**src/rtl/spi_cmd_slave.sv**
```systemverilog
module spi_cmd_slave #(
  parameter int DEPTH = 4
) (
  input  logic       clk,
  input  logic       rst_n,
  input  logic       sclk,
  input  logic       mosi,
  input  logic       ss_n,
  output logic       miso,
  output logic       in_valid,
  output logic [7:0] in_data,
  output logic       in_is_cmd,
  input  logic       in_pop,
  input  logic       rep_push,
  input  logic [7:0] rep_data,
  output logic       rep_ready,
  input  logic       per_busy,
  output logic       irq
);
  localparam int AW = (DEPTH > 1) ? $clog2(DEPTH) : 1;
  localparam int CW = $clog2(DEPTH + 1);

  typedef enum logic [1:0] {P_NONE, P_DATA, P_PCMD, P_DISC} pend_t;

  logic [2:0] sck_q;
  logic [1:0] mosi_q, ss_q;
  logic [2:0] bit_cnt;
  logic [6:0] rx_sh;
  logic [7:0] tx_sh, tx_next, rx_byte, status, rep_q;
  pend_t      pend;
  logic       ovf, rep_valid;
  logic [8:0] mem [DEPTH];
  logic [AW-1:0] wp, rp;
  logic [CW-1:0] cnt;

  wire sel       = !ss_q[1];
  wire rise      = sel && (sck_q[2:1] == 2'b01);
  wire fall      = sel && (sck_q[2:1] == 2'b10);
  wire byte_done = rise && (bit_cnt == 3'd7);
  wire as_cmd    = (pend == P_NONE);
  wire q_full    = (cnt == CW'(DEPTH));
  wire q_push    = byte_done && (pend == P_DATA || pend == P_PCMD);
  wire q_acc     = q_push && !q_full;
  wire q_drop    = q_push && q_full;
  wire pop_ok    = in_pop && (cnt != '0);

  assign rx_byte = {rx_sh, mosi_q[1]};
  wire rd_stat = byte_done && as_cmd && (rx_byte == 8'h04);
  wire rd_data = byte_done && as_cmd && (rx_byte == 8'h05);

  assign status  = {rep_valid, ovf, per_busy, q_full, 4'(cnt)};
  assign tx_next = rd_stat ? status : ((rd_data && rep_valid) ? rep_q : 8'h00);

  assign miso      = sel & tx_sh[7];
  assign irq       = rep_valid;
  assign rep_ready = !rep_valid;
  assign in_valid  = (cnt != '0);
  assign {in_is_cmd, in_data} = mem[rp];

  always_ff @(posedge clk or negedge rst_n) begin
    if (!rst_n) begin
      sck_q  <= '0;
      mosi_q <= '0;
      ss_q   <= 2'b11;
    end else begin
      sck_q  <= {sck_q[1:0], sclk};
      mosi_q <= {mosi_q[0], mosi};
      ss_q   <= {ss_q[0], ss_n};
    end
  end

  always_ff @(posedge clk or negedge rst_n) begin
    if (!rst_n) begin
      bit_cnt <= '0;
      rx_sh   <= '0;
      tx_sh   <= '0;
    end else begin
      if (!sel) bit_cnt <= '0;
      else if (rise) begin
        bit_cnt <= bit_cnt + 3'd1;
        rx_sh   <= {rx_sh[5:0], mosi_q[1]};
      end
      if (byte_done) tx_sh <= tx_next;
      else if (fall && bit_cnt != 3'd0) tx_sh <= {tx_sh[6:0], 1'b0};
    end
  end

  always_ff @(posedge clk or negedge rst_n) begin
    if (!rst_n) pend <= P_NONE;
    else if (byte_done) begin
      if (as_cmd) begin
        case (rx_byte)
          8'h01:        pend <= P_DATA;
          8'h02:        pend <= P_PCMD;
          8'h04, 8'h05: pend <= P_DISC;
          default:      pend <= P_NONE;
        endcase
      end else pend <= P_NONE;
    end
  end

  always_ff @(posedge clk or negedge rst_n) begin
    if (!rst_n) begin
      ovf       <= 1'b0;
      rep_valid <= 1'b0;
      rep_q     <= '0;
    end else begin
      if (q_drop) ovf <= 1'b1;
      else if (rd_stat) ovf <= 1'b0;
      if (rd_data && rep_valid) rep_valid <= 1'b0;
      else if (rep_push && !rep_valid) begin
        rep_valid <= 1'b1;
        rep_q     <= rep_data;
      end
    end
  end

  always_ff @(posedge clk or negedge rst_n) begin
    if (!rst_n) begin
      wp  <= '0;
      rp  <= '0;
      cnt <= '0;
      for (int i = 0; i < DEPTH; i++) mem[i] <= '0;
    end else begin
      if (q_acc) begin
        mem[wp] <= {(pend == P_PCMD), rx_byte};
        wp <= (wp == AW'(DEPTH - 1)) ? '0 : wp + AW'(1);
      end
      if (pop_ok) rp <= (rp == AW'(DEPTH - 1)) ? '0 : rp + AW'(1);
      cnt <= cnt + CW'(q_acc) - CW'(pop_ok);
    end
  end
endmodule

```
**config.mk**
```make
export PLATFORM = sky130hd
export DESIGN_NAME = spi_cmd_slave
export DESIGN_NICKNAME = d
export VERILOG_FILES = /design/src/rtl/spi_cmd_slave.sv
export SDC_FILE = /design/constraint.sdc
export NUM_CORES = 1
export LEC_CHECK = 0
export ABC_AREA = 1
export BUFFER_PORTS_ARGS = -buffer_cell sky130_fd_sc_hd__buf_2
export CORE_MARGIN = 2
export CORE_UTILIZATION = 30
export CTS_BUF_LIST = sky130_fd_sc_hd__clkbuf_16
export CTS_CLUSTER_DIAMETER = 200
export CTS_CLUSTER_SIZE = 20
export DETAILED_ROUTE_END_ITERATION = 6
export PLACE_DENSITY = 0.55
export SKIP_LAST_GASP = 1
export SLEW_MARGIN = 10
export SYNTH_ARGS = -nofsm -noshare
export SYNTH_HDL_FRONTEND = slang
export SYNTH_SLANG_ARGS = --single-unit
export TNS_END_PERCENT = 10
```
**constraint.sdc**
```tcl
create_clock -name clk -period 3.6 [get_ports clk]
set_clock_uncertainty 0.2 [all_clocks]
set_input_delay 0.18 -clock clk [delete_from_list [all_inputs] [get_ports clk]]
set_output_delay 0.18 -clock clk [all_outputs]
set_load 0.03 [all_outputs]
```
# Word level (Yosys, flattened, before mapping)
# Cells that the tools add are included.
# op_classes
n_addsub	5
n_lt_le_gt_ge	3
n_eq_ne	12
mux	20
n_bitwise	5
n_reduce_logical	28
# op_table
cell	count
$bwmux 36	1
$mux 8	4
$mux 9	3
$bmux 9 s2	1
$demux 9 s2	1
$eq 8x3->1 const B	2
$logic_and 1x1->1	14
$eq 2x2->1 const B	4
$eq 8x1->1 const B	1
$eq 8x2->1 const B	1
$reduce_bool 2->1	4
$eq 3x3->1 const B	2
$ge 3x3->1 const B	2
$mux 2	3
$mux 3	2
$not 2->3	2
$pmux 2 s3	1
$reduce_bool 3->1	2
$add 2x1->2 const B	2
$eq 2x1->1 const B	2
$mux 1	4
$reduce_and 2->1	2
$add 3x1->3	1
$add 3x1->3 const B	1
8 further kinds	11
# totals
reg_bits	80
inputBits	16
elab_cells	90

# Logic depth before layout (Yosys ltp)
# Gate-level depths: netlist (run 1).
# logic_depth
word_depth	9
depth_mapped	9

# Worst setup path after synthesis (run 1)
# Ideal clock, no wire load.
# synth_timing
path_type	flip-flop to flip-flop
from	register bit_cnt[0]
to	register cnt[2]
setup_time_ns	0.122
t_arrival_ns	2.195
path_slack_ns	1.083
path_stages_with_launch	10
path_buffers	0
cell_sequence	dfrtp_1 > ha_1 > ha_1 > nand4_2 > nor3_4 > xor2_1 > ha_1 > inv_1 > fa_1 > xor2_1
# synth_via
elab_chain_cells	6
# synth_lines
item	line_no	rtl
start, declared	27	logic [2:0] bit_cnt;
start signal, assigned	80	bit_cnt <= bit_cnt + 3'd1;
$eq 3x3->1	39	wire byte_done = rise && (bit_cnt == 3'd7);
$logic_and 1x1->1	39	
$logic_and 1x1->1	42	wire q_push = byte_done && (pend == P_DATA || pend == P_PCMD);
$logic_and 1x1->1	43	wire q_acc = q_push && !q_full;
$add 3x1->3	130	cnt <= cnt + CW'(q_acc) - CW'(pop_ok);
$sub 3x1->3	130	
end signal, assigned	130	
end, declared	34	logic [CW-1:0] cnt;
# Every way passes these cells.
# A chain may end at the register's enable or synchronous reset.

# Worst setup path after layout (run 1)
# Same ends and word-level chain as after synthesis.

==> impl_results.md, run 1 <==
- Crit path launch type: flop
- Slew headroom: roughly a third
- Setup TNS: 0 ps
- ANT nets after route: 0
- Area of the mapped netlist: 0.00359 mm²
- Crit path capture type: flop
- HP Class: in2reg
- Final WL: 7.46 mm
- Top post-synthesis cells by area: dfrtp_1 54%, nand2_1 8.9%, o21ai_0 5.0%, o21ai_1 5.0%, ha_1 3.8%
- FF+latch area: 0.00200 mm²
- Total of max-cap violations: 0
- WL/cell: around 13 µm
- Slowest stage delay, CP: 380 ps
- Routability cong.: between 0.7 and 0.8
- Yosys reg bits: 80
- EDFF count, synth: 0
- Aggregate global-route resource usage: 12.7%
- Total I/O pin count: 29
- R2R setup slack: 790 ps
- Max Slew Vio Count: 0
- Full die area: 0.0129 mm²
- DIE WIDTH: 113 µm
- Static Leakage: 2.12 nW
- Nets: ~460
- Post-synth top area cell: dfrtp_1
- Worst-Margin Slew: just over 1000 ps
- Total CTS buffers: 9
- Root buf cell: clkbuf_16
- P_int: 1.55 mW
- YS warnings: 0
- P&R area growth vs syn: 19.0%
- Post-Syn Area per Cell: 9.31 µm²
- Critical Path AT: between 2000 and 3000 ps
- Worst path required time: 3620 ps
- CTS tree: built
- Largest net degree at the start of global routing: 81
- DR pass1 iterations: 4
- First-pass GRT wire length: ~13 mm
- Flop pwr share: between 40 and 50%
- Post-synth top cells: 85 x nand2_1, 78 x dfrtp_1, 36 x nor2_1, 36 x o21ai_0, 36 x o21ai_1
- Net Sw Power: 487 µW
- Worst skew pair latency: 340 ps
- Syn_nets: 414
- Layout cells sized above 1: 14.3%
- Initial antenna violation count: 0
- Clock transition at path regs: 60 ps
- Post-synth ARST share: 100%
- Worst Setup Path Type: reg2reg
- WHS Path Cells: 4
- Critical-path cell list: ha_1 > ha_1 > nand4_2 > nor3_4 > buf_4 > xor2_1 > ha_1 > inv_1 > fa_1 > xor2_1
- CTS Sinks: 80
- Tmin final: about 2800 ps
- Core area: 0.0116 mm²
- Hold Slack: between 70 and 80 ps
- Max FO, Critical Path: 13
- Worst hold endpoint: rp[0]
- Share of the synthesized area in the top cell type: 54.3%
- DRC violations left: 0
- Max frequency: 355 MHz
- Rows: 39
- H-tree level count: 3
- PwrDens: 476 mW/mm²
- Detailed placer's ending HPWL: just under 5 mm
- Routed vias/inst: just under 5
- Diodes inserted: 0
- Placed Instance Area: about 0.0039 mm²
- Post-synth top flop: dfrtp_1
- Design area: 0.00428 mm²
- Buffers on Ports: 28
- Sequential area share after synthesis: 55.8%
- Count leader, synth: nand2_1
- Cells after Synth: 386
- DR iter-0 viols: 152
- Clock power frac: 42.1%
- Reg2Reg Depth: 10
- Max IR drop VDD: ~0.22 mV
- Worst R2R Start: bit_cnt[0]
- Fin crit share: between 70% and 80%
- Starting Density: 31.1%
- Synth cell types: 27
- Reg2reg end: cnt[2]
- Multi-input logic area: 0.00140 mm²
- Status: completed
- CTS Buffer Depth: 2
- CP most frequent cell: ha_1
- Total number of vias: about 2800
- Crit-path slowest cell: dfrtp_1
- Fillers: around 1200
- RSZ-0062 raised after global routing: false
- Count of final hold-check violations: 0
- HP Start: in_pop
- Total gr overflow: 0
- Setup violations, final: 0
- Combinational share of power: 9.1%
- Switching part of the total: 23.9%
- Overall die height: 113 µm
- Vias in the first global route: 2718
- Critical Path Start: bit_cnt[0]
==> what timing repair did <==
item                      in CTS  in global routing
hold buffers                  14                  0
setup buffers                  0                  0
hold endpoints to repair      91                  0
gates resized for setup        0                  0
==> logic make-up after synthesis <==
family,after synthesis,share of synthesized area (%)
muxes,8,2.51
xor gates and xnor gates,2,0.488
adders and majority gates,12,4.39
buffers and inverters,42,5.26
AOI/OAI and AO/OA,88,12.8
and+or+nand+nor,154,18.8
DFF,80,55.8
==> critical path: cells and delay by family, from the launching register on <==
| family | cells | cell delay [ps] |
|---|---|---|
| buf+inv | 2 | 280 |
| flops | 1 | 380 |
| fa+ha+maj | 4 | 870 |
| xor+xnor | 2 | 350 |
| simple gates | 2 | 620 |
==> power by group through the flow <==
stage	Combinational (mW)	Clock, mW	Sequential [mW]
after CTS	0.189	0.893	0.994
after floorplan	0.119	0	1.00
final	0.184	0.859	0.994
after global routing	0.216	0.927	1.00
after global placement	0.173	0	1.01
after detailed placement	0.176	0	1.01
==> metrics by stage <==
| step | power, mW | setup slack, ps | util, % | cells |
|---|---|---|---|---|
| 4_1_cts | 2.08 | 773 | 37.0 | 577 |
| 3_3_place_gp | 1.18 | 885 | 33.4 | 548 |
| 2_1_floorplan | 1.12 | 1080 | - | 386 |
| 5_1_grt | 2.14 | 596 | 37.0 | 577 |
| 6_report | 2.04 | 786 | 37.0 | 577 |
| 3_5_place_dp | 1.19 | 789 | 33.4 | 548 |
==> cell usage in the layout, fill, tap and decap left out <==
| cell type | synthesis | final |
|---|---|---|
| clkinv_2 | 0 | 3 |
| a21oi_1 | 3 | 3 |
| nor3_1 | 1 | 1 |
| nand2_4 | 4 | 4 |
| o21ai_0 | 36 | 36 |
| mux2_2 | 8 | 8 |
| o22ai_1 | 9 | 9 |
| dfrtp_1 | 78 | 78 |
| nand3_1 | 17 | 17 |
| o211ai_1 | 1 | 1 |
| nand2_1 | 85 | 85 |
| inv_2 | 2 | 2 |
| nand4_1 | 8 | 8 |
| nand4_2 | 1 | 1 |
| or2_2 | 1 | 1 |
| buf_2 | 1 | 27 |
| clkbuf_16 | 0 | 9 |
| o21ai_1 | 36 | 36 |
| clkinv_1 | 0 | 1 |
| a31oi_1 | 2 | 2 |
| o41ai_1 | 1 | 1 |
| xor2_1 | 2 | 2 |
| bufinv_16 | 0 | 1 |
| nor3_4 | 1 | 1 |
| dfstp_2 | 2 | 2 |
| ha_1 | 11 | 11 |
| nor2_1 | 36 | 36 |
| buf_4 | 0 | 3 |
| dlygate4sd3_1 | 0 | 14 |
| inv_1 | 29 | 30 |
| fa_1 | 1 | 1 |
==> state kept, by name, summed over array words and instances (netlist names), 2 cells and up <==
signal,flops
mem,36
rep_q,8
tx_sh,8
rx_sh,7
bit_cnt,3
cnt,3
sck_q,3
mosi_q,2
pend,2
rp,2
ss_q,2
wp,2
==> per-layer routing <==
layer / share of wire (%) / wire (µm) / up-vias / track usage, %
met2: 46 / 3460 / 62 / 20.2
met3: 5.1 / 378 / 10 / 4.73
met1: 47 / 3530 / 1332 / 16.4
met4: 1.3 / 94 / 0 / 3.50
met5: 0 / 0 / - / 0
li1: - / - / 1372 / -
==> worst max-delay path by stage <==
stage              to  slack [ps]
2_1_floorplan  cnt[2]        1080
3_3_place_gp   cnt[2]         880
3_5_place_dp   cnt[2]         790
4_1_cts        cnt[2]         770
5_1_grt        cnt[2]         600
6_report       cnt[2]         790
==> final cells by class <==
cell class | count | area share [%]
sequential | 80 | 46.9
multi-input combinational | 264 | 32.7
timing repair buffer | 44 | 6.97
clock buffer | 9 | 5.27
tap | 143 | 4.18
inverter | 31 | 2.72
clock inverter | 6 | 1.23
Note: power is estimated with default switching activity, not from simulation.
==> run 2: changes to the inputs <==
Settings changed: ABC_AREA 1 to 0.
Clock period 3.6 ns to 2.8 ns, I/O delays scaled along.
==> run 2 against run 1 <==
Power rose by 37%. Clock power rose by 26%. Register-to-register slack got worse by 440 ps. Combinational power rose by 74%. Fmax rose by 15%. Critical endpoint unchanged. Highest routed layer unchanged.
==> impl_results.md, run 2 <==
- Post-synth top cells: 78 x dfrtp_1, 52 x mux2_2, 15 x nor2_1, 12 x inv_1
- Total number of vias: 2170 (-22%)
- Overall die height: 114 µm (+0.17%)
- CTS Buffer Depth: 2 (unchanged)
- Routed vias/inst: 4.79 (-0.43%)
- Clock transition at path regs: 50 ps (about the same)
- Root buf cell: clkbuf_16
- Largest net degree at the start of global routing: 81 (unchanged)
- FF+latch area: 0.00200 mm² (unchanged)
- Syn_nets: 284 (-31%)
- Post-synth top area cell: dfrtp_1
- Yosys reg bits: 80 (unchanged)
- Detailed placer's ending HPWL: 4.62 mm (-5.2%)
- Full die area: 0.0129 mm² (+0.33%)
- Crit path launch type: flop
- DIE WIDTH: 114 µm (+0.17%)
- Pwr Total: 2.78 mW (+37%)
- Status: completed
- Buffers on Ports: 28 (unchanged)
- HP Class: in2reg
- Most frequent cells in the layout: 78 x dfrtp_1, 52 x mux2_2, 27 x buf_2, 15 x nor2_1, 14 x dlygate4sd3_1
- Reg2reg end: cnt[2]
- Reg2Reg Depth: 10 (unchanged)
- Fin crit share: 87.6% (+9.4 points)
- Total gr overflow: 0 (unchanged)
- Fillers: 1110 (-5.8%)
- Synth cell types: 41 (+52%)
- EDFF count, synth: 0 (unchanged)
- DR iter-0 viols: 96 (-37%)
- CTS Sinks: 80 (unchanged)
- Max IR drop VDD: 0.246 mV (+12%)
- Starting Density: 30.4% (-0.67 points)
- Most common cell after layout, fill and taps aside: dfrtp_1
- Aggregate global-route resource usage: 12.1% (-0.64 points)
- Share of the synthesized area in the top cell type: 54.1% (-0.19 points)
- Slew headroom: 34.0% (+1.7 points)
- Count of final hold-check violations: 0 (unchanged)
- Area of the mapped netlist: 0.00361 mm² (+0.35%)
- Most flops, register: mem
- Total CTS buffers: 9 (unchanged)
- Critical Path AT: 2460 ps (-370 ps)
- Worst R2R Start: bit_cnt[0]
- Post-synth top flop: dfrtp_1
- Post-synth ARST share: 100% (unchanged)
- Crit path capture type: flop
- R2R setup slack: 350 ps (-440 ps)
- Multi-input logic area: 0.00154 mm² (+9.7%)
- Final WL: 7.01 mm (-6.1%)
- Post-Syn Area per Cell: 14.1 µm² (+51%)
- Layout cells sized above 1: 40.5% (+26 points)
- Setup TNS: 0 ps (unchanged)
- Core area: 0.0119 mm² (+2.6%)
- DR pass1 iterations: 6 (+2)
- Static Leakage: 2.04 nW (-3.4%)
- First-pass GRT wire length: 11.7 mm (-8.3%)
- Max Slew Vio Count: 0 (unchanged)
- Rows: 40 (+2.6%)
- YS warnings: 0 (unchanged)
- P&R area growth vs syn: 20.5%
- Worst skew pair latency: 330 ps (about the same)
- Total of max-cap violations: 0 (unchanged)
- PwrDens: 640 mW/mm² (+34%)
- Worst hold endpoint: rp[0]
- Count leader, synth: dfrtp_1
- Initial antenna violation count: 0 (unchanged)
- Top post-synthesis cells by area: dfrtp_1 54%, mux2_2 16%, mux4_2 5.6%, ha_1 3.8%, nor2_1 1.6%
- Diodes inserted: 0 (unchanged)
- WHS Path Cells: 3 (-1)
- Routability cong.: 0.712 (-6.1%)
- ANT nets after route: 0 (unchanged)
- HP Start: in_pop
- CTS tree: built
- DRC violations left: 0 (unchanged)
- Vias in the first global route: 2330 (-14%)
- WL/cell: 15.5 µm (+20%)
- Max frequency: 408 MHz (+15%)
- Cells after Synth: 256 (-34%)
- Number of setup buffers added after CTS: 0 (unchanged)
- Setup violations, final: 0 (unchanged)
- Sequential area share after synthesis: 55.6% (-0.19 points)
- Layout Cells excl Fill: 453 (-21%)
- Max FO, Critical Path: 3 (-10)
- Tmin final: 2450 ps (-363 ps)
- Nets: 333 (-27%)
- RSZ-0062 raised after global routing: false
- DP Cell Count: 427 (-22%)
- Total I/O pin count: 29 (unchanged)
- Worst Setup Path Type: reg2reg
- Worst path required time: 2810 ps (-810 ps)
- H-tree level count: 3 (unchanged)
- Top Registers: mem x36, rep_q x8, tx_sh x8
- Max reg flops: 36 (unchanged)
- Worst-Margin Slew: 989 ps (-26.1 ps)
-- run 2: cell types whose count changed after synthesis, sizes merged, moves of 5 or more --
| cell | delta |
|---|---|
| o22ai | -7 |
| nand4 | -9 |
| nor2 | -21 |
| inv | -19 |
| mux4 | +9 |
| nand2 | -74 |
| mux2 | +44 |
| nand3 | -16 |
| o21ai | -68 |
| a221oi | +5 |
-- run 2: layout make-up --
type / instances / share of cell area, %
sequential: 80 / 46.1
clock buffer: 9 / 5.18
multi-input combinational: 156 / 35.3
clock inverter: 3 / 0.893
timing repair buffer: 46 / 7.20
tap: 147 / 4.23
inverter: 12 / 1.04
-- run 2: worst max-delay path by stage --
stage | from | end | slack [ps] | cells past startpoint
after floorplan | bit_cnt[0] | cnt[2] | 340 | 11
after detailed placement | bit_cnt[0] | cnt[2] | 240 | 10
final | bit_cnt[0] | cnt[2] | 350 | 10
after CTS | bit_cnt[0] | cnt[2] | 200 | 10
after global placement | bit_cnt[0] | cnt[2] | 310 | 10
after global routing | bit_cnt[0] | cnt[2] | 140 | 10
-- run 2: power breakdown --
part / internal (mW) / switching (mW)
registers: 1.27 / 0.118
logic: 0.159 / 0.161
clock network: 0.664 / 0.415
-- run 2: metal layers --
metal  routed length [µm]  track usage, %  vias up
met2                 3500            19.4       30
met3                  188            3.24        8
met4                  117            5.45        0
li1                     -               -     1022
met1                 3200            15.3     1110
met5                    0               0        -
-- run 2: logic make-up after synthesis --
| logic type | count (synthesis) | synth area share [%] |
|---|---|---|
| fa+ha+maj | 12 | 4.37 |
| buf+inv | 20 | 2.19 |
| compound gates | 26 | 6.04 |
| mux | 63 | 22.4 |
| xor+xnor | 4 | 0.971 |
| flops | 80 | 55.6 |
| simple gates | 51 | 8.43 |
-- run 2: worst max-delay path, cell delays in order (launching register included) --
cell and delay (ps):
dfrtp_1 390, ha_1 160, ha_1 160, nand4bb_1 160, nor3b_2 260, xnor2_1 150, ha_1 160, inv_1 50
fa_1 370, xnor2_1 150, xnor2_1 130
-- run 2: what timing repair did --
| item | CTS | global route |
|---|---|---|
| endpoints found under the hold margin | 91 | 0 |
| hold buffers | 14 | 0 |
| setup endpoints to repair | 0 | 1 |
| resized for setup | 0 | 1 |
-- run 2: through the flow --
step	util (%)	instance area, µm²	hold slack [ps]	worst slack (ps)
6_report	36.6	4350	75.6	348
5_1_grt	36.6	4350	104	138
4_1_cts	36.6	4340	71.2	196
3_5_place_dp	33.2	3940	48.3	236
3_3_place_gp	33.2	3940	46.9	308
2_1_floorplan	-	3610	-356	338
